**config.mk**
```make
export PLATFORM = sky130hd
export DESIGN_NAME = pic_cascade
export DESIGN_NICKNAME = d
export VERILOG_FILES = /design/src/rtl/pic_pkg.sv /design/src/rtl/pic_regs.sv /design/src/rtl/pic_prio.sv /design/src/rtl/pic_service.sv /design/src/rtl/pic_cascade.sv
export SDC_FILE = /design/constraint.sdc
export NUM_CORES = 1
export LEC_CHECK = 0
export BUFFER_PORTS_ARGS = -buffer_cell sky130_fd_sc_hd__buf_4
export CORE_MARGIN = 3
export CORE_UTILIZATION = 55
export DETAILED_ROUTE_END_ITERATION = 10
export PLACE_DENSITY = 0.84
export SYNTH_ARGS = -nofsm -noshare
export SYNTH_HDL_FRONTEND = slang
export SYNTH_SLANG_ARGS = --single-unit
```
**constraint.sdc**
```tcl
create_clock -name clk_i -period 3.93 [get_ports clk_i]
set_clock_uncertainty 0.1 [all_clocks]
set_input_delay 0.786 -clock clk_i [delete_from_list [all_inputs] [get_ports clk_i]]
set_output_delay 0.786 -clock clk_i [all_outputs]
set_load 0.1 [all_outputs]
```
**src/rtl/pic_pkg.sv**
```systemverilog
package pic_pkg;
  typedef enum logic [1:0] {
    OP_EOI_ANY = 2'b00,
    OP_EOI_LVL = 2'b01,
    OP_BASE    = 2'b10,
    OP_CFG     = 2'b11
  } pic_op_e;
endpackage

```
**src/rtl/pic_regs.sv**
```systemverilog
module pic_regs
  import pic_pkg::*;
#(
  parameter int N_IR   = 8,
  parameter int DATA_W = 8
) (
  input  logic                     clk_i,
  input  logic                     rst_ni,
  input  logic                     wr_en_i,
  input  logic                     a0_i,
  input  logic [DATA_W-1:0]        wdata_i,
  output logic [N_IR-1:0]          imr_o,
  output logic [DATA_W-$clog2(N_IR)-1:0] base_o,
  output logic [N_IR-1:0]          cfg_o,
  output logic                     eoi_any_o,
  output logic                     eoi_lvl_o,
  output logic [$clog2(N_IR)-1:0]  eoi_idx_o
);
  localparam int IDX_W  = $clog2(N_IR);
  localparam int BASE_W = DATA_W - IDX_W;

  pic_op_e op;
  logic    cfg_arm_q;
  logic    cmd_wr;

  assign op        = pic_op_e'(wdata_i[DATA_W-1 -: 2]);
  assign cmd_wr    = wr_en_i && !a0_i;
  assign eoi_any_o = cmd_wr && (op == OP_EOI_ANY);
  assign eoi_lvl_o = cmd_wr && (op == OP_EOI_LVL);
  assign eoi_idx_o = wdata_i[IDX_W-1:0];

  always_ff @(posedge clk_i or negedge rst_ni) begin
    if (!rst_ni) begin
      imr_o     <= '1;
      base_o    <= '0;
      cfg_o     <= '0;
      cfg_arm_q <= 1'b0;
    end else if (wr_en_i) begin
      if (a0_i) begin
        if (cfg_arm_q) begin
          cfg_o     <= wdata_i[N_IR-1:0];
          cfg_arm_q <= 1'b0;
        end else begin
          imr_o <= wdata_i[N_IR-1:0];
        end
      end else begin
        case (op)
          OP_BASE: base_o    <= wdata_i[BASE_W-1:0];
          OP_CFG:  cfg_arm_q <= 1'b1;
          default: ;
        endcase
      end
    end
  end

  assert_no_write_hold_R13: assert property (@(posedge clk_i) disable iff (!rst_ni)
    !wr_en_i |=> $stable(imr_o) && $stable(base_o) && $stable(cfg_o));
  assert_cfg_keeps_mask_R9: assert property (@(posedge clk_i) disable iff (!rst_ni)
    (wr_en_i && a0_i && cfg_arm_q) |=> $stable(imr_o));
endmodule

```
**src/rtl/pic_prio.sv**
```systemverilog
module pic_prio #(
  parameter int N_IR = 8
) (
  input  logic                    clk_i,
  input  logic                    rst_ni,
  input  logic [N_IR-1:0]         ir_i,
  input  logic [N_IR-1:0]         imr_i,
  input  logic [N_IR-1:0]         isr_i,
  output logic                    win_vld_o,
  output logic [$clog2(N_IR)-1:0] win_idx_o
);
  localparam int IDX_W = $clog2(N_IR);

  logic [N_IR-1:0] isr_pref;
  logic [N_IR-1:0] cand;

  // isr_pref[i]: some request of index <= i is in service
  for (genvar i = 0; i < N_IR; i++) begin : g_pref
    if (i == 0) begin : g_first
      assign isr_pref[i] = isr_i[i];
    end else begin : g_rest
      assign isr_pref[i] = isr_pref[i-1] | isr_i[i];
    end
    assign cand[i] = ir_i[i] & ~imr_i[i] & ~isr_pref[i];
  end

  always_comb begin
    win_vld_o = 1'b0;
    win_idx_o = '0;
    for (int i = N_IR - 1; i >= 0; i--) begin
      if (cand[i]) begin
        win_vld_o = 1'b1;
        win_idx_o = IDX_W'(i);
      end
    end
  end

  assert_win_unmasked_R3: assert property (@(posedge clk_i) disable iff (!rst_ni)
    win_vld_o |-> ir_i[win_idx_o] && !imr_i[win_idx_o]);
  assert_win_not_blocked_R4: assert property (@(posedge clk_i) disable iff (!rst_ni)
    win_vld_o |-> (isr_i & ~({N_IR{1'b1}} << win_idx_o)) == '0 && !isr_i[win_idx_o]);
  assert_win_present_R2: assert property (@(posedge clk_i) disable iff (!rst_ni)
    ((ir_i & ~imr_i) != '0 && isr_i == '0) |-> win_vld_o);
endmodule

```
**src/rtl/pic_service.sv**
```systemverilog
module pic_service #(
  parameter int N_IR   = 8,
  parameter int DATA_W = 8
) (
  input  logic                          clk_i,
  input  logic                          rst_ni,
  input  logic                          is_master_i,
  input  logic                          inta_i,
  input  logic [N_IR-1:0]               cfg_i,
  input  logic [DATA_W-$clog2(N_IR)-1:0] base_i,
  input  logic                          win_vld_i,
  input  logic [$clog2(N_IR)-1:0]       win_idx_i,
  input  logic [$clog2(N_IR)-1:0]       cas_i,
  input  logic                          eoi_any_i,
  input  logic                          eoi_lvl_i,
  input  logic [$clog2(N_IR)-1:0]       eoi_idx_i,
  output logic [N_IR-1:0]               isr_o,
  output logic                          vec_vld_o,
  output logic [DATA_W-1:0]             vec_o,
  output logic [$clog2(N_IR)-1:0]       cas_o,
  output logic                          cas_oe_o
);
  localparam int IDX_W = $clog2(N_IR);

  logic            cascaded;
  logic            slave_sel;
  logic            take;
  logic            drive;
  logic [N_IR-1:0] isr_nxt;

  assign cascaded  = is_master_i && cfg_i[win_idx_i];
  assign slave_sel = !is_master_i && (cas_i == cfg_i[IDX_W-1:0]);
  assign take      = inta_i && win_vld_i && (is_master_i || slave_sel);
  assign drive     = take && !cascaded;
  assign cas_o     = win_idx_i;
  assign cas_oe_o  = inta_i && win_vld_i && cascaded;

  always_comb begin
    isr_nxt = isr_o;
    if (eoi_any_i) isr_nxt = isr_o & (isr_o - 1'b1);  // drop lowest set bit
    if (eoi_lvl_i) isr_nxt[eoi_idx_i] = 1'b0;
    if (take)      isr_nxt[win_idx_i] = 1'b1;
  end

  always_ff @(posedge clk_i or negedge rst_ni) begin
    if (!rst_ni) begin
      isr_o     <= '0;
      vec_vld_o <= 1'b0;
      vec_o     <= '0;
    end else begin
      isr_o     <= isr_nxt;
      vec_vld_o <= drive;
      if (drive) vec_o <= {base_i, win_idx_i};
    end
  end

  assert_ack_sets_isr_R5: assert property (@(posedge clk_i) disable iff (!rst_ni)
    (take && !eoi_any_i && !eoi_lvl_i) |=> isr_o[$past(win_idx_i)]);
  assert_no_vec_cascaded_R10: assert property (@(posedge clk_i) disable iff (!rst_ni)
    (inta_i && win_vld_i && cascaded) |=> !vec_vld_o);
  assert_slave_quiet_R11: assert property (@(posedge clk_i) disable iff (!rst_ni)
    (!is_master_i && inta_i && cas_i != cfg_i[IDX_W-1:0] && !eoi_any_i && !eoi_lvl_i)
      |=> !vec_vld_o && $stable(isr_o));
  assert_eoi_lvl_clears_R7: assert property (@(posedge clk_i) disable iff (!rst_ni)
    (eoi_lvl_i && !take) |=> !isr_o[$past(eoi_idx_i)]);
  assert_eoi_any_shrinks_R6: assert property (@(posedge clk_i) disable iff (!rst_ni)
    (eoi_any_i && !take && isr_o != '0) |=> $countones(isr_o) == $countones($past(isr_o)) - 1);
endmodule

```
**src/rtl/pic_cascade.sv**
```systemverilog
module pic_cascade #(
  parameter int N_IR   = 8,
  parameter int DATA_W = 8
) (
  input  logic                    clk_i,
  input  logic                    rst_ni,
  input  logic                    sp_i,
  input  logic                    cs_i,
  input  logic                    rd_i,
  input  logic                    wr_i,
  input  logic                    a0_i,
  input  logic [DATA_W-1:0]       data_i,
  output logic [DATA_W-1:0]       data_o,
  output logic                    data_oe_o,
  input  logic [N_IR-1:0]         ir_i,
  output logic                    int_o,
  input  logic                    inta_i,
  input  logic [$clog2(N_IR)-1:0] cas_i,
  output logic [$clog2(N_IR)-1:0] cas_o,
  output logic                    cas_oe_o
);
  localparam int IDX_W  = $clog2(N_IR);
  localparam int BASE_W = DATA_W - IDX_W;

  logic [N_IR-1:0]   imr, cfg, isr;
  logic [BASE_W-1:0] base;
  logic              eoi_any, eoi_lvl;
  logic [IDX_W-1:0]  eoi_idx;
  logic              win_vld;
  logic [IDX_W-1:0]  win_idx;
  logic              vec_vld;
  logic [DATA_W-1:0] vec;
  logic [DATA_W-1:0] rd_data;

  pic_regs #(.N_IR(N_IR), .DATA_W(DATA_W)) u_regs (
    .clk_i     (clk_i),
    .rst_ni    (rst_ni),
    .wr_en_i   (cs_i && wr_i),
    .a0_i      (a0_i),
    .wdata_i   (data_i),
    .imr_o     (imr),
    .base_o    (base),
    .cfg_o     (cfg),
    .eoi_any_o (eoi_any),
    .eoi_lvl_o (eoi_lvl),
    .eoi_idx_o (eoi_idx)
  );

  pic_prio #(.N_IR(N_IR)) u_prio (
    .clk_i     (clk_i),
    .rst_ni    (rst_ni),
    .ir_i      (ir_i),
    .imr_i     (imr),
    .isr_i     (isr),
    .win_vld_o (win_vld),
    .win_idx_o (win_idx)
  );

  pic_service #(.N_IR(N_IR), .DATA_W(DATA_W)) u_svc (
    .clk_i       (clk_i),
    .rst_ni      (rst_ni),
    .is_master_i (sp_i),
    .inta_i      (inta_i),
    .cfg_i       (cfg),
    .base_i      (base),
    .win_vld_i   (win_vld),
    .win_idx_i   (win_idx),
    .cas_i       (cas_i),
    .eoi_any_i   (eoi_any),
    .eoi_lvl_i   (eoi_lvl),
    .eoi_idx_i   (eoi_idx),
    .isr_o       (isr),
    .vec_vld_o   (vec_vld),
    .vec_o       (vec),
    .cas_o       (cas_o),
    .cas_oe_o    (cas_oe_o)
  );

  assign int_o     = win_vld;
  assign rd_data   = a0_i ? DATA_W'(imr) : DATA_W'(isr);
  assign data_o    = vec_vld ? vec : rd_data;
  assign data_oe_o = vec_vld || (cs_i && rd_i);

  assert_cas_only_master_R10: assert property (@(posedge clk_i) disable iff (!rst_ni)
    cas_oe_o |-> sp_i && inta_i);
  assert_vec_one_cycle_R5: assert property (@(posedge clk_i) disable iff (!rst_ni)
    (vec_vld && !inta_i) |=> !vec_vld);
endmodule

```
* After elaboration in Yosys (flattened, before gate mapping) *
Cells that the tools add are included.

cells by class
  add/sub/neg operators = 1
  multipliers = 0
  div/mod/pow operators = 0
  $lt $le $gt $ge = 4
  eq/ne operators = 4
  shift-type cells = 0
  mux-type cells = 29
  bitwise logic cells = 45
  reduce and logical (&&, ||, !) cells = 24

operator list
  operator               number
  $mux W8                5
  $mux W3                8
  $not A1 Y1             18
  $and A1 B1 Y1          16
  $and A8 B8 Y8          2
  $logic_and A1 B1 Y1    13
  $mux W1                13
  $reduce_and A3 Y1      3
  $lt A3 B4 Y1 const B   2
  $not A8 Y8             1
  $or A8 B8 Y8           1
  $sub A8 B1 Y8 const B  1
  $or A1 B1 Y1           7
  $demux W1 S3           2
  $ge A3 B1 Y1 const B   2
  $eq A2 B2 Y1 const B   2
  $bmux W1 S3            1
  $eq A3 B3 Y1           1
  $logic_not A1 Y1       3
  $eq A2 B1 Y1 const B   1
  $logic_not A2 Y1       1
  $logic_or A1 B1 Y1     2
  $reduce_and A2 Y1      1
  $reduce_bool A2 Y1     1

storage, ports and cells
  bits in registers = 39
  latch bits = 0
  bits in writable memories = 0
  ROM bits = 0
  bits of input ports = 27
  output and inout bits = 14
  logic and storage cells = 114
  memories kept = 0

* Longest topological paths before layout *
  depth in word-level cells = 23
  depth in mapped cells = 8

* Modules after synthesis *
Synthesis repeated with hierarchy kept, for this count alone.

second synthesis, totals
  cell total of the unflattened synthesis = 186
  area, all modules = 2189.6 um^2

modules (own cells, without submodules)
  module       instances  cells each  area an instance (um^2)  seq. area each (um^2)
  pic_regs     1          54          919.6                    560.5
  pic_service  1          75          879.6                    425.4
  pic_prio     1          29          202.7                    0.0
  pic_cascade  1          28          187.7                    0.0

* Worst setup path before layout *
Ideal clock, no wire load.

  path type = input to output
  start = in a0_i
  end = out data_o[0]
  data arrival time = 3433 ps
  required time = 3044 ps
  setup slack = -389 ps
  cell stages on the path = 3
  path buffers = 1
  cells stage by stage = clkbuf_1 mux2i_1 o21ai_0

on the way
  cells in the longest elaborated chain, start to end = 2

ends and longest elaborated chain
  item                RTL line           source
  start: declaration  pic_cascade.sv:11  input logic a0_i,
  $mux W8             pic_cascade.sv:80  assign rd_data = a0_i ? DATA_W'(imr) : DATA_W'(isr);
  $mux W8             pic_cascade.sv:81  assign data_o = vec_vld ? vec : rd_data;
  end: declaration    pic_cascade.sv:13  output logic [DATA_W-1:0] data_o,

No other way between the ends.

* Worst setup path in the final report *
  start = reg u_svc.isr_o[1]
  end = out cas_oe_o

on the way
  cells in the longest elaborated chain, start to end = 21

ends and longest elaborated chain
  item                           RTL line           source
  start: declaration             pic_service.sv:17  output logic [N_IR-1:0] isr_o,
  start signal: assignment       pic_service.sv:51  isr_o <= isr_nxt;
  $or A1 B1 Y1 *                 pic_prio.sv:22     assign isr_pref[i] = isr_pref[i-1] | isr_i[i];
  $or A1 B1 Y1 (6 in series)     pic_prio.sv:22
  $not A1 Y1                     pic_prio.sv:24     assign cand[i] = ir_i[i] & ~imr_i[i] & ~isr_pref[i];
  $and A1 B1 Y1                  pic_prio.sv:24
  $mux W3 (8 in series)          pic_prio.sv:31     if (cand[i]) begin
  $bmux W1 S3                    pic_service.sv:31  assign cascaded = is_master_i && cfg_i[win_idx_i];
  $mux W1 (not written as such)  pic_service.sv:31
  $logic_and A1 B1 Y1            pic_service.sv:31
  $logic_and A1 B1 Y1 *          pic_service.sv:36  assign cas_oe_o = inta_i && win_vld_i && cascaded;
  end: declaration               pic_cascade.sv:20  output logic cas_oe_o

Every way passes the cells marked *; elsewhere a longest branch is shown, timed or not. The select of a mux whose other input is x is not followed.

==> metrics.yaml <==
clocking:
  cts_tree: "yes"
  clk_latency_ns: 0.30
  htree_levels: 2
  clockRootBuffer: "clkbuf_8"
  cts_resized: 0
  cts_setup_buffers: 0
  cts.sinks: 39
  ctsHoldBuffers: 0
  cts_max_path_buffers: 2
  cts.reportedPaths.clkPinSlew_ns: 0.08
  cts_buffers: 5
finish:
  final_cell_mix: "buf_4, dfrtp_1, nand2_1"
  final_util_pct: 71.04
  final_common_cell: "buf_4"
  diodes: 0
  final_nets: 281
  syn2layout_area_growth_pct: 21.37
  drive_gt1_share_pct: 36.86
  fillers: 302
synth:
  synthArstFlopShare_pct: 100.0
  synthDistinctLibCells: 51
  yosysWarnings: 0
  synthCells: 210
  synth-edff-count: 0
  yosys_register_bits: 39
  syn_nets: 237
  syn_area_per_cell_um2: 10.51
  syn_area_um2: 2207
  synth-main-ff-cell: "dfrtp_1"
  ys_seq_area_share_pct: 44.67
global_routing:
  grt_first_pass_wirelength_mm: 9.128
  grt_util_all_layers_pct: 24.25
  grt_max_degree: 40
  grt_pass1_vias: 1832
  grt_overflow_total: 0
  antenna_found_initial: 0
pwr:
  p_int_uw: 1106
  vdd_drop_max_v: 0.0005127
  power.density_nw_per_um2: 811.1
  pwr-share-comb_pct: 51.6
  seqPwrFrac_pct: 32.2
  p_clk_share_pct: 16.2
  switching_share_pct: 49.12
  leakage_uw: 0.001209
  p_sw_uw: 1067
placed_design:
  finalWeightedCongestion: 0.8909
  dpl.hpwl_mm: 4.290
  io_buffers: 40
sta:
  maxSlewViolCount: 0
  fin_tns_setup_ns: 0
  period_needed_ns: 3.774
  finalHoldViolCount: 0
  setup_viol: 0
  timing.fmax_mhz: 265.0
  slew-limit-headroom_pct: 64.72
  post-route-period-util_pct: 96.04
  rsz0062_at_grt: "no"
  worst_slew_pin_slew_ns: 0.5292
worst_setup_path:
  cp-end-kind: "output pin"
  worst-path-max-fanout: 7
  crit_end: "cas_oe_o"
  regToRegEndpoint: "u_svc.vec_o[7]$_DFFE_PN0P_"
  ff2ff_path_depth: 7
  cp.arrival_ns: 2.89
  rrSetupSlack_ns: 1.12
  crit_required_ns: 3.04
  critPathKind: "register to output pin"
  crit_start: "u_svc.isr_o[1]$_DFF_PN0_"
  r2r_start: "u_svc.isr_o[1]$_DFF_PN0_"
  cp-start-kind: "register"
worst_hold_path:
  hp-class: "primary input to asynchronous set/reset pin"
floorplanning:
  core_area_um2: 3771
  die_w_um: 69.35
  num_io_pins: 41
  start_util_pct: 58.53
  dieHeight_um: 69.35
  dieArea_um2: 4809
  rows: 22
detailed_routing:
  antenna_left: 0
  num_vias: 1855
  routed_wl_mm: 5.641
  avgRoutedWirePerCell_um: 18.62
  drc_errors: 0
  drtPass1Iterations: 4
  via_per_inst: 6.122
  drt_iter0_markers: 137
status:
  outcome: "finished clean"
flow_run:
  cap_violations: 0
==> worst min path at each step <==
| stage | endpoint | depth (start not counted) |
|---|---|---|
| after floorplan | u_regs.base_o[1]$_DFFE_PN0P_ | 2 |
| after global placement | u_regs.base_o[1]$_DFFE_PN0P_ | 2 |
| after detailed placement | u_regs.base_o[1]$_DFFE_PN0P_ | 2 |
| after CTS | u_svc.isr_o[3]$_DFF_PN0_ | 1 |
| after global routing | u_svc.vec_o[1]$_DFFE_PN0P_ | 1 |
| final | u_svc.isr_o[3]$_DFF_PN0_ | 1 |
==> power by group through the flow <==
| stage | Combinational (µW) | Clock [µW] | Sequential, µW |
|---|---|---|---|
| after floorplan | 912 | 0 | 643 |
| after global placement | 1100 | 0 | 695 |
| after detailed placement | 1120 | 0 | 701 |
| after CTS | 1120 | 355 | 694 |
| after global routing | 1180 | 376 | 717 |
| final | 1120 | 353 | 699 |
==> per-layer routing <==
metal	GRT usage (%)	share of wire (%)
met1	31.13	44
met2	39.30	48
met3	5.652	6.0
met4	9.978	1.9
met5	0	0
==> critical path: stages (launching register included) <==
cell and delay, ns:
dfrtp_1 0.46, or4_4 0.56, or3b_4 0.45, nand3_1 0.16, o31a_1 0.18, o2111ai_2 0.18
o21ai_0 0.11, and3_2 0.20, buf_4 0.28
==> sequential cells by signal, indices dropped and copies added (netlist names) <==
register,count
u_svc.isr_o,8
u_regs.cfg_o,8
u_regs.imr_o,8
u_svc.vec_o,8
u_svc.vec_vld_o,1
u_regs.cfg_arm_q,1
u_regs.base_o,5
==> Yosys cell counts, types with 2 or more instances <==
cell type	number	area share (%)
dfrtp_1	31	35
nand2_1	27	4.6
o21ai_0	22	5.0
mux2_2	18	9.2
dfstp_2	8	9.5
mux2i_1	8	3.6
nor2_1	8	1.4
mux2_4	7	4.8
nor3_1	7	1.6
a21oi_1	5	1.1
clkbuf_1	4	0.68
inv_1	4	0.68
nor3b_1	4	1.4
a21o_1	3	1.0
nand2b_1	3	0.85
nand4_1	3	0.85
or3_1	3	0.85
xor2_1	3	1.2
a22o_1	2	0.79
a31oi_1	2	0.57
and2_1	2	0.57
nand3b_1	2	0.68
nor2b_1	2	0.57
nor4b_1	2	0.79
o211ai_1	2	0.68
o21a_1	2	0.68
or4b_2	2	0.91
==> final cells by class <==
cell class / instances / area [µm²] / share of cell area, %
clock buffer: 6 / 82.58 / 3.083
tap: 48 / 60.06 / 2.242
inverter: 4 / 15.01 / 0.5605
clock inverter: 2 / 35.03 / 1.308
multi-input combinational: 162 / 1185 / 44.23
sequential: 39 / 985.9 / 36.81
timing repair buffer: 42 / 315.3 / 11.77
==> per-stage QoR <==
| step | hold slack (ns) | cells | power [µW] | area [µm²] | setup slack, ns |
|---|---|---|---|---|---|
| final | 0.3344 | 303 | 2173 | 2679 | 0.1558 |
| after global routing | 0.3667 | 303 | 2274 | 2679 | 0.02972 |
| after CTS | 0.3577 | 303 | 2169 | 2679 | 0.1699 |
| after detailed placement | 0.3848 | 295 | 1819 | 2561 | 0.1597 |
| after global placement | 0.3713 | 295 | 1796 | 2561 | 0.1950 |
| after floorplan | 0.3500 | 210 | 1555 | 2212 | 0.02614 |
==> logic make-up after synthesis <==
| logic type | after synthesis | share of synthesized area, % |
|---|---|---|
| compound gates | 53 | 16.78 |
| xor+xnor | 3 | 1.191 |
| buf+inv | 9 | 1.870 |
| flops | 39 | 44.67 |
| mux | 33 | 17.57 |
| simple gates | 73 | 17.91 |
No activity file was read; power rests on OpenSTA's default activity.
